### src/rtl/f2i_pkg.sv
package f2i_pkg;

  localparam int HALF_MANT = 10;
  localparam int HALF_BIAS = 15;
  localparam int BF_MANT   = 7;
  localparam int BF_BIAS   = 127;
  // common fraction grid: the finer of the two source fractions
  localparam int FRAC_W    = HALF_MANT;
  localparam int EXP_W     = 10;

  typedef enum logic {FMT_HALF = 1'b0, FMT_BF16 = 1'b1} src_fmt_e;
  typedef enum logic {RND_TRUNC = 1'b0, RND_STOCH = 1'b1} rnd_mode_e;

  // value = sig * 2^(exp - FRAC_W)
  typedef struct packed {
    logic                    sign;
    logic                    is_nan;
    logic                    is_inf;
    logic signed [EXP_W-1:0] exp;
    logic [FRAC_W:0]         sig;
  } unpacked_t;

  function automatic unpacked_t unpack_half(input logic [15:0] v);
    unpacked_t u;
    logic [4:0] ef;
    logic [HALF_MANT-1:0] mf;
    ef       = v[14:10];
    mf       = v[9:0];
    u.sign   = v[15];
    u.is_inf = (ef == 5'h1F) && (mf == '0);
    u.is_nan = (ef == 5'h1F) && (mf != '0);
    if (ef == 5'h00) begin
      u.sig = {1'b0, mf};
      u.exp = EXP_W'(1 - HALF_BIAS);
    end else begin
      u.sig = {1'b1, mf};
      u.exp = EXP_W'(int'(ef) - HALF_BIAS);
    end
    return u;
  endfunction

  function automatic unpacked_t unpack_bf16(input logic [15:0] v);
    unpacked_t u;
    logic [7:0] ef;
    logic [BF_MANT-1:0] mf;
    ef       = v[14:7];
    mf       = v[6:0];
    u.sign   = v[15];
    u.is_inf = (ef == 8'hFF) && (mf == '0);
    u.is_nan = (ef == 8'hFF) && (mf != '0);
    if (ef == 8'h00) begin
      u.sig = (FRAC_W+1)'({1'b0, mf}) << (FRAC_W - BF_MANT);
      u.exp = EXP_W'(1 - BF_BIAS);
    end else begin
      u.sig = (FRAC_W+1)'({1'b1, mf}) << (FRAC_W - BF_MANT);
      u.exp = EXP_W'(int'(ef) - BF_BIAS);
    end
    return u;
  endfunction

endpackage

### src/rtl/f2i_unpack.sv
module f2i_unpack
  import f2i_pkg::*;
(
  input  logic [15:0] value,
  input  logic        fmt,
  output unpacked_t   u
);
  unpacked_t u_half;
  unpacked_t u_bf16;

  always_comb begin
    u_half = unpack_half(value);
    u_bf16 = unpack_bf16(value);
    u      = (fmt == FMT_BF16) ? u_bf16 : u_half;
  end
endmodule

### src/rtl/f2i_align.sv
module f2i_align
  import f2i_pkg::*;
#(
  parameter int OUT_W = 4
) (
  input  unpacked_t               u,
  input  logic                    fmt,
  input  logic                    mode,
  input  logic [FRAC_W-1:0]       bias,
  output logic                    huge,
  output logic [OUT_W+1:0]        mag
);
  localparam int FX_W  = FRAC_W + 1 + OUT_W;  // holds |x| < 2^OUT_W
  localparam int SUM_W = FX_W + 1;
  localparam int MAG_W = OUT_W + 2;
  localparam logic signed [EXP_W-1:0] SAT_E = EXP_W'(OUT_W);
  localparam logic [FRAC_W-1:0] BF_MASK = ~FRAC_W'((1 << (FRAC_W - BF_MANT)) - 1);

  logic [FX_W-1:0]   fx;
  logic [EXP_W-1:0]  shr;
  logic [FRAC_W-1:0] bias_eff;
  logic [SUM_W-1:0]  sum;

  always_comb begin
    huge = u.is_inf || (u.exp >= SAT_E);
    shr  = EXP_W'(-u.exp);
    if (huge)
      fx = '0;
    else if (u.exp[EXP_W-1])
      fx = FX_W'(u.sig) >> shr;
    else
      fx = FX_W'(u.sig) << $unsigned(u.exp);
  end

  always_comb begin
    if (mode != RND_STOCH)
      bias_eff = '0;
    else if (fmt == FMT_BF16)
      bias_eff = bias & BF_MASK;
    else
      bias_eff = bias;
    sum = SUM_W'(fx) + SUM_W'(bias_eff);
    mag = MAG_W'(sum >> FRAC_W);
  end
endmodule

### src/rtl/f2i_sat.sv
module f2i_sat #(
  parameter int OUT_W = 4
) (
  input  logic             sign,
  input  logic             is_nan,
  input  logic             huge,
  input  logic [OUT_W+1:0] mag,
  output logic [OUT_W-1:0] result,
  output logic             sat_pos,
  output logic             sat_neg
);
  localparam int MAG_W = OUT_W + 2;
  localparam logic [MAG_W-1:0] POS_LIM = MAG_W'((1 << (OUT_W-1)) - 1);
  localparam logic [MAG_W-1:0] NEG_LIM = MAG_W'(1 << (OUT_W-1));
  localparam logic [OUT_W-1:0] POS_CODE = OUT_W'((1 << (OUT_W-1)) - 1);
  localparam logic [OUT_W-1:0] NEG_CODE = OUT_W'(1 << (OUT_W-1));

  always_comb begin
    sat_pos = !is_nan && !sign && (huge || mag > POS_LIM);
    sat_neg = !is_nan &&  sign && (huge || mag > NEG_LIM);
    if (is_nan)
      result = '0;
    else if (sat_pos)
      result = POS_CODE;
    else if (sat_neg)
      result = NEG_CODE;
    else if (sign)
      result = OUT_W'(-mag);
    else
      result = OUT_W'(mag);
  end
endmodule

### src/rtl/f2i_top.sv
module f2i_top
  import f2i_pkg::*;
#(
  parameter int OUT_W = 4
) (
  input  logic              clk,
  input  logic              rst_n,
  input  logic              in_valid,
  input  logic [15:0]       in_value,
  input  logic              in_fmt,
  input  logic              in_mode,
  input  logic [FRAC_W-1:0] in_bias,
  output logic              out_valid,
  output logic [OUT_W-1:0]  out_result
);
  localparam logic [OUT_W-1:0] POS_CODE = OUT_W'((1 << (OUT_W-1)) - 1);
  localparam logic [OUT_W-1:0] NEG_CODE = OUT_W'(1 << (OUT_W-1));

  unpacked_t          u;
  logic               huge;
  logic [OUT_W+1:0]   mag;
  logic [OUT_W-1:0]   res_c;
  logic               sat_pos;
  logic               sat_neg;
  logic               nan_evt;

  f2i_unpack i_unpack (
    .value (in_value),
    .fmt   (in_fmt),
    .u     (u)
  );

  f2i_align #(.OUT_W(OUT_W)) i_align (
    .u    (u),
    .fmt  (in_fmt),
    .mode (in_mode),
    .bias (in_bias),
    .huge (huge),
    .mag  (mag)
  );

  f2i_sat #(.OUT_W(OUT_W)) i_sat (
    .sign    (u.sign),
    .is_nan  (u.is_nan),
    .huge    (huge),
    .mag     (mag),
    .result  (res_c),
    .sat_pos (sat_pos),
    .sat_neg (sat_neg)
  );

  assign nan_evt = u.is_nan;

  always_ff @(posedge clk or negedge rst_n) begin
    if (!rst_n) begin
      out_valid  <= 1'b0;
      out_result <= '0;
    end else begin
      out_valid <= in_valid;
      if (in_valid) out_result <= res_c;
    end
  end

  p_valid_follow_r1: assert property (@(posedge clk) disable iff (!rst_n)
    in_valid |=> out_valid);
  p_valid_drop_r1: assert property (@(posedge clk) disable iff (!rst_n)
    !in_valid |=> !out_valid);
  p_hold_r11: assert property (@(posedge clk) disable iff (!rst_n)
    !in_valid |=> $stable(out_result));
  p_nan_zero_r7: assert property (@(posedge clk) disable iff (!rst_n)
    (in_valid && nan_evt) |=> (out_result == '0));
  p_sat_pos_r5: assert property (@(posedge clk) disable iff (!rst_n)
    (in_valid && sat_pos) |=> (out_result == POS_CODE));
  p_sat_neg_r6: assert property (@(posedge clk) disable iff (!rst_n)
    (in_valid && sat_neg) |=> (out_result == NEG_CODE));
  p_nonneg_r5: assert property (@(posedge clk) disable iff (!rst_n)
    (in_valid && !in_value[15]) |=> !out_result[OUT_W-1]);
  p_sat_excl_r6: assert property (@(posedge clk) disable iff (!rst_n)
    in_valid |-> $onehot0({sat_pos, sat_neg, nan_evt}));
endmodule

### config.mk
export PLATFORM = sky130hd
export DESIGN_NAME = f2i_top
export DESIGN_NICKNAME = d
export VERILOG_FILES = /design/src/rtl/f2i_pkg.sv /design/src/rtl/f2i_unpack.sv /design/src/rtl/f2i_align.sv /design/src/rtl/f2i_sat.sv /design/src/rtl/f2i_top.sv
export SDC_FILE = /design/constraint.sdc
export NUM_CORES = 1
export LEC_CHECK = 0
export CAP_MARGIN = 20
export CORE_ASPECT_RATIO = 1.4
export CORE_MARGIN = 2
export CORE_UTILIZATION = 52
export CTS_BUF_LIST = sky130_fd_sc_hd__clkbuf_2
export DETAILED_ROUTE_END_ITERATION = 12
export PLACE_DENSITY = 0.8
export SKIP_LAST_GASP = 1
export SYNTH_ARGS = -nofsm -noshare
export SYNTH_HDL_FRONTEND = slang
export SYNTH_SLANG_ARGS = --single-unit
### constraint.sdc
create_clock -name clk -period 0.8 [get_ports clk]
set_input_delay 0.12 -clock clk [delete_from_list [all_inputs] [get_ports clk]]
set_output_delay 0.12 -clock clk [all_outputs]
set_load 0.05 [all_outputs]
==> out/metrics.cfg, run 1 <==
[global_routing]
overflow=2
first_global_vias=4694
grt_max_degree=16
grt_use_total=0.6229
grt_pass1_wl_um=23930

[logic_synthesis]
synth_top_flop_cell=dfrtp_1
ys_seq_area_frac=0.05236
synth_edf_count=0
ys_ff_latch=5
yosysWarnings=0
synthDistinctLibCells=70
async_flop_share=1.000
synthCells=360
synth_fp_nets=406
syn_area_um2=2390
synth_area_per_cell_um2=6.638

[clock_network]
cts_buffer_depth=2
cts_buffers=3
htree_levels=1
cts-root-buf=clkbuf_2
cts_hold_buf=0
clkSinkCount=5

[outcome]
status=stopped before the end
haltStage=5_1_grt
error=[ERROR GRT-0116] Global routing finished with congestion. Check the congestion regions in the DRC Viewer.

[place]
dpl_cell_area_um2=3767
dp_slack_ns=-4.509
io_buffers=35
post-dp-hpwl_um=8240
gp_congestion=1.068

[floorplan]
die_h_um=84.21
row_count=29
die_w_um=61.30
start_util=0.5355
pin_count=36

## per-layer routing
metal  global-route usage  overflow
met3               0.3945         1
met1               0.5705         0
met4               0.6581         0
met5              0.06593         0
met2               0.8520         1
## Yosys cell counts (6+ instances only)
| library cell | count | share of area |
|---|---|---|
| nor2_1 | 42 | 0.066 |
| nand2_1 | 27 | 0.042 |
| o21ai_0 | 23 | 0.048 |
| a21oi_1 | 21 | 0.044 |
| nor3_1 | 19 | 0.040 |
| ha_1 | 15 | 0.079 |
| nand3_1 | 15 | 0.031 |
| clkbuf_1 | 13 | 0.020 |
| mux2i_1 | 13 | 0.054 |
| and2_1 | 12 | 0.031 |
| inv_1 | 11 | 0.017 |
| a31oi_1 | 9 | 0.024 |
| nand2b_1 | 7 | 0.018 |
| xnor2_1 | 7 | 0.026 |
| a211oi_1 | 6 | 0.019 |
| nand4_1 | 6 | 0.016 |
| o211ai_1 | 6 | 0.019 |
## kinds of logic after synthesis
kind of cell	count (synthesis)	share of synthesized area
simple gates	163	0.3571
fa+ha+maj	15	0.07853
buf+inv	34	0.06230
mux	18	0.08272
xor+xnor	8	0.02932
flops	5	0.05236
compound gates	117	0.3377
## per-stage QoR
step / instances / utilization / setup TNS [ns]
2_1_floorplan: 360 / - / -14.87
3_3_place_gp: 554 / 0.8441 / -16.59
3_5_place_dp: 554 / 0.8441 / -17.68
4_1_cts: 577 / 0.9128 / -15.97
## what timing repair did
action                                  CTS
endpoints found under the setup margin    9
endpoints found under the hold margin     0
setup buffers                            19
gates resized for setup                  64
pin swaps                                27
==> inputs of run 2 (changes only) <==
- CORE_ASPECT_RATIO: 1.4 -> default
- CORE_UTILIZATION: 52 -> 39
- CTS_BUF_LIST: sky130_fd_sc_hd__clkbuf_2 -> default
- PLACE_DENSITY: 0.8 -> default
- PLACE_DENSITY_LB_ADDON: default -> 0.15
- clock period: 0.8 -> 1 ns (I/O delays scaled with it)
==> run 2 against run 1 <==
  * Synthesized area stayed put
  * The flow now finishes, with violations (negative setup slack)
  * Synthesized cell count unchanged
==> out/metrics.cfg, run 2 <==
[place]
post-dp-hpwl_um=8023  ; -2.6%
io_buffers=35  ; unchanged
gp_congestion=0.9495  ; -11%
dpl_cell_area_um2=3999  ; +6.1%
dp_slack_ns=-4.257  ; +0.2523 ns
dp_cells=594  ; +7.2%

[clock_network]
cts_buffers=3  ; unchanged
cts_tree=built
clkSinkCount=5  ; unchanged
clk_latency_ns=0.23
cts-root-buf=clkbuf_8
cts_hold_buf=0  ; unchanged
htree_levels=1  ; unchanged
path_clk_slew_ns=0.04
cts_buffer_depth=2  ; unchanged

[final_layout]
design_area_um2=4442
area_delta_synth_final_pct=85.86
diodes=0
reg_top3=out_result x4, out_valid x1
layout_common_cells=153 x buf_4, 39 x nor2_1, 26 x nand2_1
top_register=out_result
multi_input_area_um2=2420
n_fill_cell=440
fin_cells=616
final_common_cell=buf_4
regArea_um2=125.1
final_nets=588
drive_gt1_frac=0.4510
largest_reg_flops=4

[pwr]
leakage_nw=1.962
p_total_mw=3.127
worst_ir_drop_vdd_mv=0.5559
power.density_nw_per_um2=704.0

[logic_synthesis]
synth_top_flop_cell=dfrtp_1
syn_area_um2=2390  ; unchanged
synth_area_per_cell_um2=6.638  ; unchanged
synthDistinctLibCells=70  ; unchanged
synth_fp_nets=406  ; unchanged
yosys-top-cells-area=ha_1 7.9%, nor2_1 6.6%, mux2i_1 5.4%, dfrtp_1 5.2%, o21ai_0 4.8%
yosys.area.top_type=ha_1
yosysMostFrequentCell=nor2_1
async_flop_share=1.000  ; unchanged
yosys.area.top_type_share=0.07853  ; unchanged
ys_ff_latch=5  ; unchanged
synthCells=360  ; unchanged
ys_seq_area_frac=0.05236  ; unchanged
yosysWarnings=0  ; unchanged
synth_edf_count=0  ; unchanged
synthTopCellsByCount=42 x nor2_1, 27 x nand2_1, 23 x o21ai_0

[detailed_routing]
initialDrtViolationCount=246
drtPass1Iterations=9
wire_per_inst_um=17.13
wirelength_um=10550
num_vias=3653
ant_nets=0
routed_via_density=5.930
drc_errors=0

[global_routing]
grt_util_met1=0.3863
grt_use_total=0.3068
gr-usage-met3=0.01196
grt_antenna_before_repair=0
overflow=0
grt_max_degree=16
grt_use_met2=0.5573
busiest_layer=met2
first_global_vias=3458
grt_pass1_wl_um=16220

[floorplan]
row_count=28  ; -3.4%
die_area_um2=6770
die_w_um=82.28  ; +34%
die_h_um=82.28  ; -2.3%
pin_count=36  ; unchanged
core-area_um2=5921
start_util=0.4036  ; -0.1318

[timing]
skew_ns=0
setup_violations=5
rsz0062_at_grt=yes
tightest_slew_ns=0.5347
max_slew_margin=0.6405
finalHoldViolations=0
setup_slack_ns=-3.664
max_freq_mhz=214.4
fin_crit_ns=4.664
setup-tns-final_ns=-14.49
finalCritPeriodShare=4.664
drv_slew=0

[worst_setup_path]
cp-start-kind=input port
crit_type=input port to flop
worstSetupEndpointType=flop
arrival_ns=4.78
cp.required_ns=1.11
cp_max_fo=4

[flow_run]
cap_violations=0

[outcome]
status=finished, violations left
violations=negative setup slack

[min_path]
hp-class=input port to async pin

## run 2: cell counts after synthesis
Identical to the previous run, type by type.
## run 2: timing repair
action,4_1_cts,5_1_grt
pin swaps,30,24
gates resized for setup,60,31
setup endpoints to repair,5,5
setup buffers,16,2
## run 2: cell type report
| cell class | instances | area share |
|---|---|---|
| Multi-Input combinational cell | 321 | 0.5448 |
| Timing Repair Buffer | 198 | 0.3794 |
| Sequential cell | 5 | 0.02817 |
| Tap cell | 75 | 0.02113 |
| Inverter | 13 | 0.01606 |
| Clock buffer | 3 | 0.009296 |
| Clock inverter | 1 | 0.001127 |
## run 2: layer usage
layer / vias up / routed length, um
met5: - / 0
met4: 0 / 369
met3: 39 / 569
met2: 171 / 5227
met1: 1703 / 4387
li1: 1740 / -
## run 2: worst paths after layout
kind | cells past startpoint | end | slack [ns] | startpoint
hold reg to reg | 2 | out_result[1] | 0.55 | out_result[1]
setup / recovery | 21 | out_result[3] | -3.66 | in_value[10]
setup reg to reg | 3 | out_result[2] | 0.10 | out_result[2]
hold / removal | 1 | out_valid | 0.15 | rst_n
min in group clk | 2 | out_valid | 0.54 | in_valid
max in group asynchronous | 1 | out_result[1] | 0.66 | rst_n
## run 2: critical path, cell delays in order
cell and delay, ns:
buf_8 0.10, buf_6 0.12, or4b_4 0.56, o21ai_4 0.19, nand2_4 0.10, or4_1 0.49
o2111a_1 0.28, o211ai_2 0.28, buf_4 0.16, o22a_1 0.14, nor2_2 0.05, ha_2 0.17
or4_4 0.52, a221oi_2 0.21, o31a_1 0.19, o21ai_2 0.07, and3_4 0.17, or3_4 0.35
buf_6 0.13, a211oi_2 0.22, o32ai_1 0.11
## run 2: per-stage QoR
step	utilization	hold slack [ns]
after CTS	0.7253	0.1585
after floorplan	-	-0.1456
after global placement	0.6754	0.3884
after global routing	0.7502	0.1712
after detailed placement	0.6754	0.4015
final	0.7502	0.1460
## run 2: logic make-up (layout without fill, tap and decap cells)
| group | count (synthesis) | in the layout | share of synthesized area |
|---|---|---|---|
| fa+ha+maj | 15 | 15 | 0.07853 |
| mux | 18 | 18 | 0.08272 |
| simple gates | 163 | 163 | 0.3571 |
| buf+inv | 34 | 215 | 0.06230 |
| xor+xnor | 8 | 8 | 0.02932 |
| flops | 5 | 5 | 0.05236 |
| compound gates | 117 | 117 | 0.3377 |
## run 2: power by group
group	total [mW]	switching (mW)	internal, mW
registers	0.239	0.0174	0.222
logic	2.49	1.24	1.25
clock network	0.401	0.131	0.270
total	3.13	1.39	1.74
Power figures use the tool's default switching activity.
